--- config.mk ---
export PLATFORM = sky130hd
export DESIGN_NAME = intc_unit
export DESIGN_NICKNAME = d
export VERILOG_FILES = /design/src/rtl/intc_pkg.sv /design/src/rtl/intc_bus_decode.sv /design/src/rtl/intc_mask_reg.sv /design/src/rtl/intc_status_reg.sv /design/src/rtl/intc_req_gen.sv /design/src/rtl/intc_unit.sv
export SDC_FILE = /design/constraint.sdc
export NUM_CORES = 1
export LEC_CHECK = 0
export ABC_CLOCK_PERIOD_IN_PS = 1800
export CORE_AREA = 2 2 39 41
export CTS_CLUSTER_SIZE = 40
export DETAILED_ROUTE_END_ITERATION = 8
export DIE_AREA = 0 0 41 43
export GPL_TIMING_DRIVEN = 0
export PLACE_DENSITY_LB_ADDON = 0.12
export SYNTH_ARGS = -nofsm -noshare
export SYNTH_HDL_FRONTEND = slang
export SYNTH_SLANG_ARGS = --single-unit
--- constraint.sdc ---
create_clock -name clk -period 1.8 [get_ports clk]
set_clock_uncertainty 0.1 [all_clocks]
set_input_delay 0.36 -clock clk [delete_from_list [all_inputs] [get_ports clk]]
set_output_delay 0.36 -clock clk [all_outputs]
set_load 0.05 [all_outputs]
--- src/rtl/intc_pkg.sv ---
package intc_pkg;

    localparam int DATA_W  = 8;
    localparam int NUM_SRC = 5;
    localparam int SEL_W   = DATA_W - 1;
    localparam int IR_BIT  = DATA_W - 1;

    typedef enum logic [2:0] {
        SRC_TMR_A = 3'd0,
        SRC_TMR_B = 3'd1,
        SRC_TOD   = 3'd2,
        SRC_SER   = 3'd3,
        SRC_FLAG  = 3'd4
    } src_e;

    typedef struct packed {
        logic             set_mode;
        logic [SEL_W-1:0] sel;
    } mask_cmd_t;

    typedef struct packed {
        logic      rd_en;
        logic      wr_en;
        mask_cmd_t cmd;
    } bus_req_t;

    function automatic logic [SEL_W-1:0] mask_update(
        input logic [SEL_W-1:0] cur,
        input mask_cmd_t        c
    );
        return c.set_mode ? (cur | c.sel) : (cur & ~c.sel);
    endfunction

    function automatic logic any_pending(
        input logic [SEL_W-1:0] stat,
        input logic [SEL_W-1:0] mask
    );
        return |(stat[NUM_SRC-1:0] & mask[NUM_SRC-1:0]);
    endfunction

endpackage

--- src/rtl/intc_bus_decode.sv ---
module intc_bus_decode
    import intc_pkg::*;
(
    input  logic              sel,
    input  logic              rd_stb,
    input  logic              wr_stb,
    input  logic [DATA_W-1:0] wdata,
    output bus_req_t          req
);
    always_comb begin
        req.rd_en        = sel & rd_stb;
        req.wr_en        = sel & wr_stb;
        req.cmd.set_mode = wdata[DATA_W-1];
        req.cmd.sel      = wdata[SEL_W-1:0];
    end
endmodule

--- src/rtl/intc_mask_reg.sv ---
module intc_mask_reg
    import intc_pkg::*;
(
    input  logic             clk,
    input  logic             rst,
    input  logic             wr_en,
    input  mask_cmd_t        cmd,
    output logic [SEL_W-1:0] mask_q
);
    always_ff @(posedge clk) begin
        if (rst) begin
            mask_q <= '0;
        end else if (wr_en) begin
            mask_q <= mask_update(mask_q, cmd);
        end
    end
endmodule

--- src/rtl/intc_status_reg.sv ---
module intc_status_reg
    import intc_pkg::*;
(
    input  logic               clk,
    input  logic               rst,
    input  logic [NUM_SRC-1:0] evt,
    input  logic               clr,
    output logic [SEL_W-1:0]   stat_q
);
    for (genvar i = 0; i < SEL_W; i++) begin : g_bit
        if (i < NUM_SRC) begin : g_src
            always_ff @(posedge clk) begin
                if (rst) begin
                    stat_q[i] <= 1'b0;
                end else begin
                    stat_q[i] <= evt[i] | (stat_q[i] & ~clr);
                end
            end
        end else begin : g_spare
            always_ff @(posedge clk) begin
                if (rst) begin
                    stat_q[i] <= 1'b0;
                end else begin
                    stat_q[i] <= stat_q[i] & ~clr;
                end
            end
        end
    end
endmodule

--- src/rtl/intc_req_gen.sv ---
module intc_req_gen
    import intc_pkg::*;
(
    input  logic              rd_en,
    input  logic [SEL_W-1:0]  stat,
    input  logic [SEL_W-1:0]  mask,
    output logic [DATA_W-1:0] rdata,
    output logic              irq_n
);
    logic ir;

    always_comb begin
        ir    = any_pending(stat, mask);
        irq_n = ~ir;
        rdata = rd_en ? {ir, stat} : '0;
    end
endmodule

--- src/rtl/intc_unit.sv ---
module intc_unit
    import intc_pkg::*;
(
    input  logic               clk,
    input  logic               rst,
    input  logic               sel,
    input  logic               rd_stb,
    input  logic               wr_stb,
    input  logic [DATA_W-1:0]  wdata,
    input  logic [NUM_SRC-1:0] evt,
    output logic [DATA_W-1:0]  rdata,
    output logic               irq_n
);
    bus_req_t         req;
    logic [SEL_W-1:0] mask_w;
    logic [SEL_W-1:0] stat_w;

    intc_bus_decode u_dec (
        .sel    (sel),
        .rd_stb (rd_stb),
        .wr_stb (wr_stb),
        .wdata  (wdata),
        .req    (req)
    );

    intc_mask_reg u_mask (
        .clk    (clk),
        .rst    (rst),
        .wr_en  (req.wr_en),
        .cmd    (req.cmd),
        .mask_q (mask_w)
    );

    intc_status_reg u_stat (
        .clk    (clk),
        .rst    (rst),
        .evt    (evt),
        .clr    (req.rd_en),
        .stat_q (stat_w)
    );

    intc_req_gen u_req (
        .rd_en  (req.rd_en),
        .stat   (stat_w),
        .mask   (mask_w),
        .rdata  (rdata),
        .irq_n  (irq_n)
    );
endmodule

### Yosys cells after proc, flatten, opt, wreduce, memory -nomap -nowiden

Cells that the tools add are included.

* flip-flop bits (word level): 14
* input bits: 18
* output and inout port bits: 9
* word-level logic and storage cells: 31

* mux-type cells: 2
* bitwise gates (word level): 20
* reduce and logical (&&, ||, !) cells: 1

Operators with widths (count)
* $and 1x1->1: 9
* $mux 8: 1
* $and 7x7->7: 1
* $mux 7: 1
* $not 7->7: 1
* $or 7x7->7: 1
* $and 5x5->5: 1
* $or 1x1->1: 5
* $reduce_or 5->1: 1
* $not 1->1: 2

### Longest topological paths before layout

* depth after elaboration: 4
* mapped depth: 4
* mapped depth without buffers: 3

### Hierarchy

Synthesis repeated with hierarchy kept, for this count alone.

* cells, all modules: 74
* area total of the unflattened synthesis: 669.4 sq um

Modules (own cells, without submodules)
* intc_mask_reg: instances 1, cells each 29, area an instance 291.5 sq um, seq. area each 140.1 sq um
* intc_status_reg: instances 1, cells each 24, area an instance 230.2 sq um, seq. area each 140.1 sq um
* intc_req_gen: instances 1, cells each 11, area an instance 75.1 sq um, seq. area each 0.0 sq um
* intc_bus_decode: instances 1, cells each 10, area an instance 72.6 sq um, seq. area each 0.0 sq um

### Worst setup path after synthesis

OpenSTA, ideal clock, no wires.

* kind: reg2out
* start point: reg u_stat.stat_q[0]
* end point: out rdata[7]
* data arrival time: 1.457 ns
* data required time: 1.340 ns
* path slack: -0.117 ns
* cell stages (with the launch flop): 4
* path buffers: 0
* cells stage by stage: dfxtp_1 a222oi_1 and3_1 nor2_1

* word-level cells in the longest chain between the ends: 3

RTL lines
* start, declared: line intc_status_reg.sv:8 `output logic [SEL_W-1:0] stat_q`
* start signal, assigned by index: line intc_status_reg.sv:16 `stat_q[i] <= evt[i] | (stat_q[i] & ~clr);`
* $and 5x5->5: line intc_pkg.sv:38 `return |(stat[NUM_SRC-1:0] & mask[NUM_SRC-1:0]);`
* $reduce_or 5->1: line intc_pkg.sv:38
* $mux 8: line intc_req_gen.sv:15 `rdata = rd_en ? {ir, stat} : '0;`
* end, declared: line intc_unit.sv:11 `output logic [DATA_W-1:0] rdata,`

Every way passes these cells.

### Worst setup path after layout

Same ends and word-level chain as after synthesis.

==> results.py <==
metrics = {
    "power_and_ir_drop": {
        "power.leakage_nw": 0.383,
        "ir_drop_mv": 0.513,
        "p_per_area_mw_per_mm2": 693,
    },
    "yosys": {
        "synth_area_um2": 480,
        "seq_area_frac_synth_pct": 50.0,
        "ys_seq_elements": 12,
        "syn_avg_cell_area_um2": 8.90,
        "synthCells": 54,
        "ys_types": 12,
        "syn-num-nets": 72,
        "ys.warnings.count": 0,
    },
    "routing": {
        "drt_iter0_markers": 4,
        "avgViaCountPerCell": 5.05,
        "vias": 495,
        "drc": 0,
        "finalWirelength_um": 1130,
        "ant_nets": 0,
        "drt_pass1_iterations": 4,
        "wl_per_cell_um": 11.5,
    },
    "run_status": {
        "failed_checks": "setup timing",
        "status": "finished, violations left",
    },
    "finish": {
        "final_cell_mix": "clkdlybuf4s50_1 (13), nor2_1 (10), dfxtp_1 (10)",
        "finalNonFillerCells": 98,
        "insertedDiodeCount": 0,
        "utilization_pct": 57.1,
        "final_net_count": 102,
        "layout_commonest_cell": "clkdlybuf4s50_1",
        "drive_gt1_share_pct": 24.4,
        "finalInstanceArea_um2": 791,
        "areaGrowthSynthToFinish_pct": 64.6,
    },
    "setup_path": {
        "cp_cell_sequence": "a222oi_1 -> and3_4 -> nor2_2 -> buf_6",
        "rrSetupSlack_ps": 970,
        "critical_path_cell_count": 4,
        "r2r-end": "u_stat.stat_q[0]",
        "worstSetupEndpoint": "rdata[7]",
        "path_buf_inv": 1,
        "crit_fanout": 2,
        "cp_slowest_stage_delay_ps": 350,
        "timing_worst_setup_path_type": "reg2out",
        "cp.arrival_ps": 1380,
        "cpLargestDelayFamily": "compound AO/OA/AOI/OAI gates",
        "worstPathRequired_ps": 1340,
        "start_kind": "register",
        "crit_path_start": "u_stat.stat_q[0]",
        "timing.rr.start": "u_stat.stat_q[0]",
        "r2r.worst_path.cells": 3,
        "slowest_stage": "a222oi_1",
        "setup.worst_path.end_class": "primary output",
    },
    "sta": {
        "period_share_pct": 102,
        "relSlewSlack_pct": 72.6,
        "rsz0062_at_grt": "true",
        "clock.fmax_ghz": 0.545,
        "setup_tns_ps": -39.3,
        "setup_viol": 2,
        "finalWorstSetupSlack_ps": -35.6,
        "drv_slew": 0,
        "worstMarginPinSlew_ps": 411,
        "period_needed_ps": 1840,
        "hold_viol": 0,
    },
    "global_route": {
        "grt_overflow": 0,
        "antenna_found_initial": 0,
        "grt_max_degree": 11,
        "grt_pass1_vias": 436,
        "grt_pass1_wl_um": 1800,
        "track_usage_pct": 15.5,
    },
    "placement": {
        "placement.io_buffers": 24,
        "dp_slack_ps": -818,
        "placed_area_um2": 744,
        "post-place-cells": 94,
        "gp_congestion": 0.699,
        "dp_hpwl_um": 837,
    },
    "clock_network": {
        "cts_max_level": 1,
        "clk_path_buf_depth": 2,
        "tritoncts": "built",
        "clock_sinks": 12,
        "cts-root-buf": "clkbuf_4",
        "clk_pin_slew_ps": 70,
        "cts-buffers-inserted": 3,
        "worstSkewPairLatency_ps": 260,
    },
    "floorplanning": {
        "die-area_mm2": 0.00176,
        "die_y_um": 43,
        "start_util_pct": 34.7,
        "rows": 14,
        "core_area_mm2": 0.00138,
        "ios": 27,
        "die_w_um": 41,
    },
    "hold_path": {
        "hp-class": "reg2reg",
    },
    "job": {
        "maxCapViolCount": 0,
    },
}
[cell usage after synthesis (all sizes together)]
master | n | area share (%)
and3 | 8 | 11
mux2i | 5 | 10
and3b | 2 | 3.6
clkbuf | 1 | 0.78
nand2 | 3 | 2.3
nor2 | 11 | 8.6
a21oi | 5 | 5.2
nand3 | 5 | 5.2
buf | 1 | 1.0
dfxtp | 12 | 50
a222oi | 1 | 2.1
[layout make-up]
type,count,area [um2]
clock buffer,3,22.5
sequential,12,243
fill,148,593
multi-input combinational,40,241
buffer,2,15.0
tap,16,20.0
timing repair buffer,25,249
[logic make-up after synthesis]
group                  count (synthesis)  synth area share [%]
AO/OA/AOI/OAI                          6                  7.29
buffers and inverters                  2                  1.82
flip-flops                            12                  50.0
multiplexers                           5                  10.4
AND/OR/NAND/NOR                       29                  30.5
[routing by layer]
metal | vias up | share of wire (%) | global-route usage [%]
met5 | - | 0 | 0
met4 | 0 | 1.1 | 6.00
met3 | 2 | 7.4 | 7.85
met2 | 17 | 49 | 21.6
met1 | 228 | 43 | 19.8
li1 | 248 | - | -
[where the power goes]
group | total (W) | internal, W | switching [W]
Sequential | 0.000284 | 0.000278 | 0.00000676
Clock | 0.000154 | 0.0000772 | 0.0000765
Combinational | 0.000110 | 0.0000568 | 0.0000532
Total | 0.000548 | 0.000412 | 0.000136
[through the flow]
stage,hold slack [ps],total power (W)
floorplan,362,0.000339
global placement,374,0.000394
detailed placement,380,0.000395
CTS,397,0.000555
global route,418,0.000578
finish,396,0.000548
[worst register-to-register path, cell delays in order (launching register included)]
cell and delay (ps):
dfxtp_2 320, buf_4 120, a21oi_1 120, nor2_1 50
[worst min-delay path by stage]
stage,endpoint,from,slack (ps),depth (start not counted)
2_1_floorplan,u_stat.stat_q[6],u_stat.stat_q[6],360,1
3_3_place_gp,u_stat.stat_q[5],u_stat.stat_q[5],370,1
3_5_place_dp,u_stat.stat_q[5],u_stat.stat_q[5],380,1
4_1_cts,u_stat.stat_q[5],u_stat.stat_q[5],400,1
5_1_grt,u_stat.stat_q[6],u_stat.stat_q[6],420,1
6_report,u_stat.stat_q[5],u_stat.stat_q[5],400,1
[what timing repair did]
| item | in CTS | in global routing |
|---|---|---|
| setup endpoints to repair | 9 | 2 |
| hold endpoints to repair | 0 | 0 |
| pin swaps | 2 | 2 |
| gates cloned | 0 | 0 |
| setup buffers | 0 | 1 |
| hold buffers | 0 | 0 |
| gates resized for setup | 66 | 3 |
Power figures use the tool's default switching activity.
